===== src/rtl/vpat_pkg.sv =====
package vpat_pkg;
  typedef enum logic [1:0] {
    M_IDLE = 2'd0,
    M_PRI  = 2'd1,
    M_SEC  = 2'd2
  } seq_mode_e;
endpackage


===== src/rtl/vpat_table.sv =====
module vpat_table #(
  parameter int NUM_PH = 8,
  parameter int NGRP   = 4,
  parameter int CW     = 10,
  parameter int GW     = 2,
  parameter int SW     = 4
) (
  input  logic                 clk,
  input  logic                 rst_n,
  input  logic                 wr_en,
  input  logic [GW-1:0]        wr_grp,
  input  logic [SW-1:0]        wr_slot,
  input  logic [2*CW-1:0]      wr_data,
  input  logic [GW-1:0]        rd_grp,
  output logic [NUM_PH*CW-1:0] rd_set,
  output logic [NUM_PH*CW-1:0] rd_clr,
  input  logic [GW-1:0]        len_a_grp,
  output logic [CW-1:0]        len_a,
  input  logic [GW-1:0]        len_b_grp,
  output logic [CW-1:0]        len_b
);
  logic [CW-1:0] set_mem [NGRP][NUM_PH];
  logic [CW-1:0] clr_mem [NGRP][NUM_PH];
  logic [CW-1:0] len_mem [NGRP];

  always_ff @(posedge clk or negedge rst_n) begin
    if (!rst_n) begin
      for (int g = 0; g < NGRP; g++) begin
        len_mem[g] <= '0;
        for (int p = 0; p < NUM_PH; p++) begin
          set_mem[g][p] <= '0;
          clr_mem[g][p] <= '0;
        end
      end
    end else if (wr_en) begin
      for (int g = 0; g < NGRP; g++) begin
        if (wr_grp == GW'(g)) begin
          if (wr_slot == SW'(NUM_PH)) len_mem[g] <= wr_data[CW-1:0];
          for (int p = 0; p < NUM_PH; p++) begin
            if (wr_slot == SW'(p)) begin
              set_mem[g][p] <= wr_data[CW-1:0];
              clr_mem[g][p] <= wr_data[2*CW-1:CW];
            end
          end
        end
      end
    end
  end

  for (genvar p = 0; p < NUM_PH; p++) begin : g_rd
    assign rd_set[p*CW +: CW] = set_mem[rd_grp][p];
    assign rd_clr[p*CW +: CW] = clr_mem[rd_grp][p];
  end

  assign len_a = len_mem[len_a_grp];
  assign len_b = len_mem[len_b_grp];
endmodule


===== src/rtl/vpat_match.sv =====
module vpat_match #(
  parameter int NUM_PH = 8,
  parameter int CW     = 10
) (
  input  logic [CW-1:0]        pos,
  input  logic [NUM_PH*CW-1:0] set_pos,
  input  logic [NUM_PH*CW-1:0] clr_pos,
  output logic [NUM_PH-1:0]    set_hit,
  output logic [NUM_PH-1:0]    clr_hit
);
  for (genvar p = 0; p < NUM_PH; p++) begin : g_ph
    assign set_hit[p] = (set_pos[p*CW +: CW] == pos);
    assign clr_hit[p] = (clr_pos[p*CW +: CW] == pos);
  end
endmodule


===== src/rtl/vpat_seq_ctl.sv =====
module vpat_seq_ctl
  import vpat_pkg::*;
#(
  parameter int CW = 10,
  parameter int RW = 4,
  parameter int GW = 2
) (
  input  logic          clk,
  input  logic          rst_n,
  input  logic          hd,
  input  logic          field_start,
  input  logic          sg_line,
  input  logic [RW-1:0] rep_odd,
  input  logic [RW-1:0] rep_even,
  input  logic [GW-1:0] grp_sel,
  input  logic [GW-1:0] grp2_sel,
  input  logic          grp2_en,
  input  logic [CW-1:0] len_pri,
  input  logic [CW-1:0] len_sec,
  output seq_mode_e     mode,
  output logic [CW-1:0] pos,
  output logic [GW-1:0] pri_grp,
  output logic [GW-1:0] sec_grp,
  output logic [GW-1:0] act_grp,
  output logic          sec_go,
  output logic          clear_out,
  output logic          line_odd
);
  logic [RW-1:0] reps_left;
  logic [CW-1:0] line_pos;
  logic          sg_q, g2en_q;
  logic          pri_last, pri_end;
  logic [RW-1:0] new_reps;

  always_comb begin
    pri_last  = (mode == M_PRI) && (pos == len_pri - CW'(1));
    sec_go    = sg_q && g2en_q && (mode != M_SEC) && (line_pos == len_sec);
    pri_end   = pri_last && (reps_left == RW'(1)) && !sec_go;
    clear_out = field_start || hd || sec_go || pri_end;
    new_reps  = line_odd ? rep_even : rep_odd;
    act_grp   = (mode == M_SEC) ? sec_grp : pri_grp;
  end

  always_ff @(posedge clk or negedge rst_n) begin
    if (!rst_n) begin
      mode      <= M_IDLE;
      pos       <= '0;
      reps_left <= '0;
      line_pos  <= '0;
      line_odd  <= 1'b0;
      sg_q      <= 1'b0;
      g2en_q    <= 1'b0;
      pri_grp   <= '0;
      sec_grp   <= '0;
    end else if (field_start) begin
      mode      <= M_IDLE;
      pos       <= '0;
      reps_left <= '0;
      line_odd  <= 1'b0;
      sg_q      <= 1'b0;
      sec_grp   <= grp2_sel;
      g2en_q    <= grp2_en;
    end else if (hd) begin
      line_odd  <= ~line_odd;
      pri_grp   <= grp_sel;
      sg_q      <= sg_line;
      line_pos  <= '0;
      pos       <= '0;
      reps_left <= new_reps;
      mode      <= (new_reps != '0) ? M_PRI : M_IDLE;
    end else begin
      if (line_pos != '1) line_pos <= line_pos + CW'(1);
      if (sec_go) begin
        mode      <= M_SEC;
        pos       <= '0;
        reps_left <= '0;
      end else if (mode == M_PRI) begin
        if (pri_last) begin
          pos       <= '0;
          reps_left <= reps_left - RW'(1);
          if (reps_left == RW'(1)) mode <= M_IDLE;
        end else begin
          pos <= pos + CW'(1);
        end
      end else if (mode == M_SEC) begin
        if (pos != '1) pos <= pos + CW'(1);
      end
    end
  end

  AST_PARITY_FLIP: assert property (@(posedge clk) disable iff (!rst_n)
    (hd && !field_start) |=> (line_odd != $past(line_odd)));
  AST_FIELD_RESTART: assert property (@(posedge clk) disable iff (!rst_n)
    field_start |=> (!line_odd && mode == M_IDLE));
  AST_NO_OVERFLOW: assert property (@(posedge clk) disable iff (!rst_n)
    (mode == M_PRI) |-> (reps_left != '0));
  AST_POS_IN_GROUP: assert property (@(posedge clk) disable iff (!rst_n)
    (mode == M_PRI) |-> (pos < len_pri));
  AST_SEC_ONCE: assert property (@(posedge clk) disable iff (!rst_n)
    (mode == M_SEC && !hd && !field_start) |=> (mode == M_SEC));
endmodule


===== src/rtl/vpat_line_seq.sv =====
module vpat_line_seq
  import vpat_pkg::*;
#(
  parameter int NUM_PH = 8,
  parameter int NGRP   = 4,
  parameter int CW     = 10,
  parameter int RW     = 4,
  localparam int GW    = $clog2(NGRP),
  localparam int SW    = $clog2(NUM_PH + 1),
  localparam int AW    = GW + SW
) (
  input  logic              clk,
  input  logic              rst_n,
  input  logic              hd,
  input  logic              field_start,
  input  logic              sg_line,
  input  logic [RW-1:0]     rep_odd,
  input  logic [RW-1:0]     rep_even,
  input  logic [GW-1:0]     grp_sel,
  input  logic [GW-1:0]     grp2_sel,
  input  logic              grp2_en,
  input  logic              tbl_valid,
  output logic              tbl_ready,
  input  logic [AW-1:0]     tbl_addr,
  input  logic [2*CW-1:0]   tbl_data,
  output logic [NUM_PH-1:0] xv
);
  seq_mode_e            mode;
  logic [CW-1:0]        pos, len_pri, len_sec;
  logic [GW-1:0]        pri_grp, sec_grp, act_grp;
  logic                 sec_go, clear_out, line_odd;
  logic [NUM_PH*CW-1:0] set_pos, clr_pos;
  logic [NUM_PH-1:0]    set_hit, clr_hit;

  assign tbl_ready = (mode == M_IDLE);

  vpat_table #(.NUM_PH(NUM_PH), .NGRP(NGRP), .CW(CW), .GW(GW), .SW(SW)) u_table (
    .clk(clk), .rst_n(rst_n),
    .wr_en(tbl_valid && tbl_ready),
    .wr_grp(tbl_addr[AW-1:SW]), .wr_slot(tbl_addr[SW-1:0]), .wr_data(tbl_data),
    .rd_grp(act_grp), .rd_set(set_pos), .rd_clr(clr_pos),
    .len_a_grp(pri_grp), .len_a(len_pri),
    .len_b_grp(sec_grp), .len_b(len_sec)
  );

  vpat_seq_ctl #(.CW(CW), .RW(RW), .GW(GW)) u_ctl (
    .clk(clk), .rst_n(rst_n), .hd(hd), .field_start(field_start), .sg_line(sg_line),
    .rep_odd(rep_odd), .rep_even(rep_even), .grp_sel(grp_sel),
    .grp2_sel(grp2_sel), .grp2_en(grp2_en),
    .len_pri(len_pri), .len_sec(len_sec),
    .mode(mode), .pos(pos), .pri_grp(pri_grp), .sec_grp(sec_grp), .act_grp(act_grp),
    .sec_go(sec_go), .clear_out(clear_out), .line_odd(line_odd)
  );

  vpat_match #(.NUM_PH(NUM_PH), .CW(CW)) u_match (
    .pos(pos), .set_pos(set_pos), .clr_pos(clr_pos),
    .set_hit(set_hit), .clr_hit(clr_hit)
  );

  always_ff @(posedge clk or negedge rst_n) begin
    if (!rst_n)               xv <= '0;
    else if (clear_out)       xv <= '0;
    else if (mode != M_IDLE)  xv <= (xv & ~clr_hit) | set_hit;
  end

  AST_IDLE_QUIET: assert property (@(posedge clk) disable iff (!rst_n)
    (mode == M_IDLE) |-> (xv == '0));
  AST_SEC_TAKEOVER: assert property (@(posedge clk) disable iff (!rst_n)
    (sec_go && !hd && !field_start) |=> (mode == M_SEC && xv == '0 && pos == '0));
  AST_WR_BLOCKED: assert property (@(posedge clk) disable iff (!rst_n)
    (mode == M_PRI || mode == M_SEC) |-> !tbl_ready);
endmodule


===== config.mk =====
export PLATFORM = sky130hd
export DESIGN_NAME = vpat_line_seq
export DESIGN_NICKNAME = d
export VERILOG_FILES = /design/src/rtl/vpat_pkg.sv /design/src/rtl/vpat_table.sv /design/src/rtl/vpat_match.sv /design/src/rtl/vpat_seq_ctl.sv /design/src/rtl/vpat_line_seq.sv
export SDC_FILE = /design/constraint.sdc
export NUM_CORES = 1
export LEC_CHECK = 0
export BUFFER_PORTS_ARGS = -buffer_cell sky130_fd_sc_hd__buf_2
export CORE_UTILIZATION = 60
export DETAILED_ROUTE_END_ITERATION = 8
export GPL_TIMING_DRIVEN = 0
export HOLD_SLACK_MARGIN = 0.08
export PLACE_DENSITY = 0.77
export SLEW_MARGIN = 20
export SYNTH_ARGS = -nofsm -noshare
export SYNTH_HDL_FRONTEND = slang
export SYNTH_HIERARCHICAL = 1
export SYNTH_SLANG_ARGS = --single-unit

===== constraint.sdc =====
create_clock -name clk -period 4.8 [get_ports clk]
set_clock_uncertainty 0.15 [all_clocks]
set_input_delay 0.96 -clock clk [delete_from_list [all_inputs] [get_ports clk]]
set_output_delay 0.96 -clock clk [all_outputs]
set_load 0.05 [all_outputs]

==> reports/results.txt, run 1 <==
root buf cell -> clkbuf_16
status -> completed
global-route total usage across every layer -> 0.328
met2 track demand over resource in global routing -> 0.529
crit path DAT -> 5030 ps
synthesis-to-finish area growth -> 11.1%
initial standard-cell utilization of the core -> 0.611
total detailed-routing wirelength -> 93,200 µm
overall overflow remaining after global route -> 0
floorplan row count -> 87
global routing usage on met1 -> 0.448
CTS tree -> built
count of port buffers added during placement -> 39
HPWL reported at the end of detailed placement -> 63,800 µm
cell type group with the largest total delay on the critical path -> buffers and inverters
TritonCTS sink count -> 721
number of buffers inserted during clock tree synthesis -> 76
Yosys Warn Count -> 6
power per cell area -> 400 nW/µm²
number of H-tree levels -> 3
number of antenna diodes -> 0
worst-margin pin slew -> 1080 ps
worst-path fanout max -> 10
Setup crit start kind -> register
count of pins over their slew limit -> 0
crit share post-route -> 0.974
drc violations -> 0
Data required, critical path -> 5150 ps
endpoints failing hold -> 0
minimum setup slack after placement -> -249 ps
vertical die dimension -> 242 µm
Net Count, Synth -> 2,341
largest net degree at the start of global routing -> 106
Max rail drop VDD -> 0.000289 V
cell area after placement -> 35,900 µm²
Iteration-0 DRC Markers -> 1,619
total number of vias -> 20,840
final setup slack of the worst path -> 124 ps
Final min period -> 4680 ps
relative slew slack -> 0.276
cell count after synthesis -> 2,291
Worst Hold Class -> in2async
number of global-route vias before repair -> 22,062
met3 capacity usage during global routing -> 0.0585
maximum clock insertion buffer count -> 3
core area -> 56,600 µm²
crit path max-delay cell type -> mux4_2
total of endpoints with negative setup slack in the final report -> 0
worst path cell trace -> nor2b_1 > mux2_2 > clkbuf_1 > clkbuf_2 > buf_2 > mux4_2 > xnor2_1 > nand4_1 > nor4_4 > o21ai_0 > o2bb2ai_1
CTS clk-pin slew, worst paths -> 60 ps
area of the mapped netlist -> 34,600 µm²
share of cells above drive strength 1 -> 0.466
layout net count -> 2,465
count of boundary I/O pins -> 54
maximum clock frequency -> 214 MHz
source-to-sink clock delay at the later pin of the worst-skew pair -> 630 ps
area of all placed cells without fillers -> 38,400 µm²
number of iterations in the first detailed-routing pass -> 6
Crit Path Class -> reg2reg
# Max-Cap Violations -> 0
maximum cell stage delay along the critical path -> 580 ps
routed wire length per instance -> 28.9 µm
number of antenna violations at the first check in global routing -> 1
Mean Syn Cell Area -> 15.1 µm²
first-pass GRT wire length -> 142,000 µm
highest-utilization routing layer at the global route stage -> met2
post-detailed-route count of antenna-violating nets -> 0
Die ar. -> 58,600 µm²
die width -> 242 µm
Buf+Inv Stages, Crit Path -> 3
type of element capturing the critical path -> register
placer congestion estimate -> 0.881
Vias/cell -> 6.46
leakage power -> 18.0 nW
Post-CTS Setup Inserts -> 0
-- routing by layer --
layer	part of all wire	wire, µm
met4	0.038	3540
met3	0.060	5610
met2	0.49	45600
met5	0.00012	11
met1	0.41	38500
-- registers in the layout, indices dropped and copies added, names as in the netlist, 2 cells and up --
| name | count |
|---|---|
| u_table/clr_mem | 320 |
| u_table/set_mem | 320 |
| u_table/len_mem | 40 |
| u_ctl/line_pos | 10 |
| u_ctl/pos | 10 |
| xv | 8 |
| u_ctl/reps_left | 4 |
| u_ctl/mode | 2 |
| u_ctl/pri_grp | 2 |
| u_ctl/sec_grp | 2 |
-- stage by stage --
stage	hold WS [ps]	power, mW	utilization	instances	TNS [ps]
after floorplan	303	8.74	-	2291	0
after global placement	314	9.45	0.631	3086	-8407170
after detailed placement	330	9.59	0.634	3093	-591
after CTS	189	15.4	0.678	3227	0
after global routing	217	15.9	0.678	3227	-6.33
final	174	15.3	0.678	3227	0
-- timing repair --
action / CTS / global route
hold buffers: 0 / 0
cloned: 0 / 0
setup endpoints to repair: 4 / 6
gates resized for setup: 4 / 7
pin swaps: 0 / 0
-- path summary, 6_finish.rpt --
check	startpoint	endpoint	slack, ps	cells after the start
setup / recovery	u_ctl/mode[0]	xv[7]	120	11
hold / removal	rst_n	u_table/len_mem[25]	170	1
setup reg to reg	u_ctl/mode[0]	xv[7]	120	11
hold reg to reg	u_table/set_mem[249]	u_table/set_mem[249]	340	1
max in group asynchronous	rst_n	u_table/set_mem[147]	2850	3
min in group clk	u_table/set_mem[249]	u_table/set_mem[249]	340	1
-- report_power, final --
group	internal, mW	switching [mW]	leakage (nW)	total (mW)
combinational	1.22	1.32	7.00	2.54
clock	3.39	2.42	1.22	5.81
sequential	6.68	0.323	9.80	7.00
-- cells in the final DEF, fill, tap and decap left out, drive strengths merged, types with 3 or more instances in the layout --
cell,instances
xnor2,143
mux2i,5
mux4,180
dfrtp,721
nand3b,7
nor3b,4
nor4,23
and3,6
nor2,32
a21oi,11
nor3,9
o21ai,15
and4,4
xor2,50
nand3,4
nand2,52
and2b,6
ha,5
inv,15
or3,3
a31oi,3
clkbuf,232
nor2b,7
o2bb2ai,8
clkinv,13
nor4b,5
nand2b,10
buf,136
bufinv,3
mux2,686
and4bb,3
nand4,39
and2,4
-- area by class of cell --
type	count	area (µm²)
inverters	9	33.8
clock buffers	110	2230
flip-flops and latches	721	18000
fillers	3897	18200
plain buffers	212	1060
clock inverters	24	230
multi-input cells	1349	15500
well taps	756	946
repair buffers	46	398
-- worst register-to-register path, stage by stage (launching register included) --
cell and delay [ps]:
dfrtp_1 450, nor2b_1 310, mux2_2 250, clkbuf_1 400
clkbuf_2 420, buf_2 470, mux4_2 580, xnor2_1 330
nand4_1 290, nor4_4 580, o21ai_0 180, o2bb2ai_1 160
Power figures use the tool's default switching activity.
==> run 2: changes to the inputs <==
--- a/config.mk
+++ b/config.mk
@@ -14,5 +14,4 @@
 export SLEW_MARGIN = 20
 export SYNTH_ARGS = -nofsm -noshare
 export SYNTH_HDL_FRONTEND = slang
-export SYNTH_HIERARCHICAL = 1
 export SYNTH_SLANG_ARGS = --single-unit
==> reports/results.txt, run 2 <==
crit path DAT -> 5140 ps
crit share post-route -> 0.989
Layout fillers -> 3,929
root buf cell -> clkbuf_16
layout net count -> 2,491
part of the total power dissipated in combinational logic -> 0.172
TritonCTS sink count -> 721
synthesis-to-finish area growth -> 11.4%
switching power -> 4.24 mW
maximum clock frequency -> 211 MHz
largest registers ranked by flip-flop count -> u_table.clr_mem x320, u_table.set_mem x320, u_table.len_mem x40
area fraction in compound gates after synthesis -> 0.0137
accumulated negative setup slack -> 0 ps
Buf+Inv Stages, Crit Path -> 3
number of H-tree levels -> 3
number of global-route vias before repair -> 22,496
most common cell after layout, fill and taps aside -> dfrtp_1
total of endpoints with negative setup slack in the final report -> 0
Crit Path Class -> reg2reg
vertical die dimension -> 241 µm
number of hold-repair buffers added at the cts stage -> 0
most frequent cells in the layout -> 721 x dfrtp_1, 690 x mux2_2, 178 x mux4_2
worst-margin pin slew -> 1250 ps
Post-CTS Setup Inserts -> 0
arithmetic-cell share of the synthesized area counting full adders, half adders and majority gates -> 0.00293
worst-path fanout max -> 10
# Max-Cap Violations -> 0
drc violations -> 0
count of boundary I/O pins -> 54
type of element capturing the critical path -> register
CTS clk-pin slew, worst paths -> 60 ps
Worst Hold Class -> in2async
crit path max-delay cell type -> clkbuf_1
area share of and/or/nand/nor cells after synthesis -> 0.0332
source-to-sink clock delay at the later pin of the worst-skew pair -> 620 ps
share of cell area taken by muxes after synthesis -> 0.347
combinational family with the most area after synthesis -> multiplexers
area of all placed cells without fillers -> 38,100 µm²
count of cells resized by post-cts repair -> 3
worst reg-to-reg setup slack -> 50 ps
area share of xor/xnor cells in the synthesized design -> 0.0491
Mean Syn Cell Area -> 14.8 µm²
setup repair after global routing missed its margin -> false
Die ar. -> 58,000 µm²
total detailed-routing wirelength -> 101,000 µm
number of buffers inserted during clock tree synthesis -> 75
leakage power -> 18.7 nW
first-pass GRT wire length -> 148,000 µm
relative slew slack -> 0.166
power per cell area -> 409 nW/µm²
count of pins over their slew limit -> 0
prevailing post-synth register cell -> dfrtp_1
Crit path depth -> 10
initial standard-cell utilization of the core -> 0.606
cell count after synthesis -> 2,310
HPWL reported at the end of detailed placement -> 68,400 µm
routed wire length per instance -> 31.0 µm
switching power share of the total -> 0.272
die width -> 241 µm
cell area after placement -> 35,600 µm²
Vias/cell -> 6.66
Data required, critical path -> 5190 ps
CTS tree -> built
status -> completed
sequential share of the synthesized area -> 0.528
Setup crit start kind -> register
Max rail drop VDD -> 0.000257 V
most numerous cell in the Yosys netlist -> dfrtp_1
maximum cell stage delay along the critical path -> 890 ps
cell types occupying the most area after synthesis -> dfrtp_1 53%, mux2_2 23%, mux4_2 12%, xor2_1 4.0%, clkbuf_1 1.7%
area of the mapped netlist -> 34,200 µm²
share of cells above drive strength 1 -> 0.440
number of antenna violations at the first check in global routing -> 2
total number of vias -> 21,653
proportion of register bits with asynchronous set or reset after synthesis -> 1.00
number of enable flip-flop cells after synthesis -> 0
sequential cell fraction of total power -> 0.451
placer congestion estimate -> 0.942
endpoints failing hold -> 0
most instantiated cells after synthesis -> 721 x dfrtp_1, 690 x mux2_2, 178 x mux4_2
area taken by multi-input logic gates -> 15,300 µm²
flip-flop and latch count after synthesis -> 721
Clk network pwr share -> 0.378
top cell type's share of synthesized area -> 0.528
minimum setup slack after placement -> -255 ps
cell-internal power -> 11.3 mW
Iteration-0 DRC Markers -> 1,950
core area -> 56,400 µm²
overall overflow remaining after global route -> 0
largest net degree at the start of global routing -> 108
Unique masters post-synth -> 53
global-route total usage across every layer -> 0.359
Synth area leader -> dfrtp_1
Post-Route Hold Slack -> 154 ps
Net Count, Synth -> 2,363
maximum clock insertion buffer count -> 3
Final min period -> 4750 ps
final setup slack of the worst path -> 53.0 ps
count of cells along the worst register-to-register path -> 10
floorplan row count -> 87
post-detailed-route count of antenna-violating nets -> 0
number of iterations in the first detailed-routing pass -> 7
Yosys Warn Count -> 0
worst path cell trace -> inv_1 > ha_1 > mux2i_2 > clkbuf_2 > clkbuf_1 > mux4_2 > xor2_1 > nor4_1 > nand3_1 > a21oi_1
count of port buffers added during placement -> 42
area of all sequential standard cells -> 18,000 µm²
cell type group with the largest total delay on the critical path -> buffers and inverters
==> run 2: final cells by class <==
cell class	count	share of cell area
Sequential cell	721	0.474
Multi-Input combinational cell	1367	0.401
Clock buffer	113	0.0589
Tap cell	756	0.0248
Buffer	209	0.0231
Timing Repair Buffer	51	0.0120
Clock inverter	19	0.00539
Inverter	13	0.00128
Antenna cell	1	0.0000657
==> run 2: per-stage QoR <==
stage,total power [mW],utilization,cells
finish,15.6,0.675,3250
global route,16.0,0.675,3250
CTS,15.6,0.675,3249
detailed placement,9.75,0.632,3117
global placement,9.60,0.627,3108
floorplan,8.77,-,2310
==> run 2: worst paths after layout <==
check,startpoint,to
worst min-delay path,rst_n,u_table.len_mem[31]
worst max-delay path,u_ctl.mode[0],xv[3]
worst max register to register,u_ctl.mode[0],xv[3]
max in group asynchronous,rst_n,u_table.clr_mem[223]
worst min register to register,u_table.clr_mem[230],u_table.clr_mem[230]
min in group clk,u_table.clr_mem[230],u_table.clr_mem[230]
==> run 2: power by group through the flow <==
stage | Combinational, mW | Sequential, mW | Clock (mW)
after global routing | 2.81 | 7.07 | 6.15
after CTS | 2.66 | 7.00 | 5.91
after floorplan | 1.76 | 7.01 | 0
final | 2.68 | 7.02 | 5.88
after global placement | 2.54 | 7.06 | 0
after detailed placement | 2.64 | 7.11 | 0
==> run 2: routing by layer <==
layer | vias to the layer above | wire [µm] | track usage
met5 | - | 0 | 0
met4 | 0 | 4600 | 0.162
met3 | 244 | 8670 | 0.0816
met2 | 1032 | 47300 | 0.559
met1 | 11690 | 40200 | 0.487
li1 | 8687 | - | -
==> run 2: cells by family after synthesis <==
family | after synthesis
simple gates | 227
compound gates | 64
xor+xnor | 191
flops | 721
fa+ha+maj | 8
mux | 877
buf+inv | 222
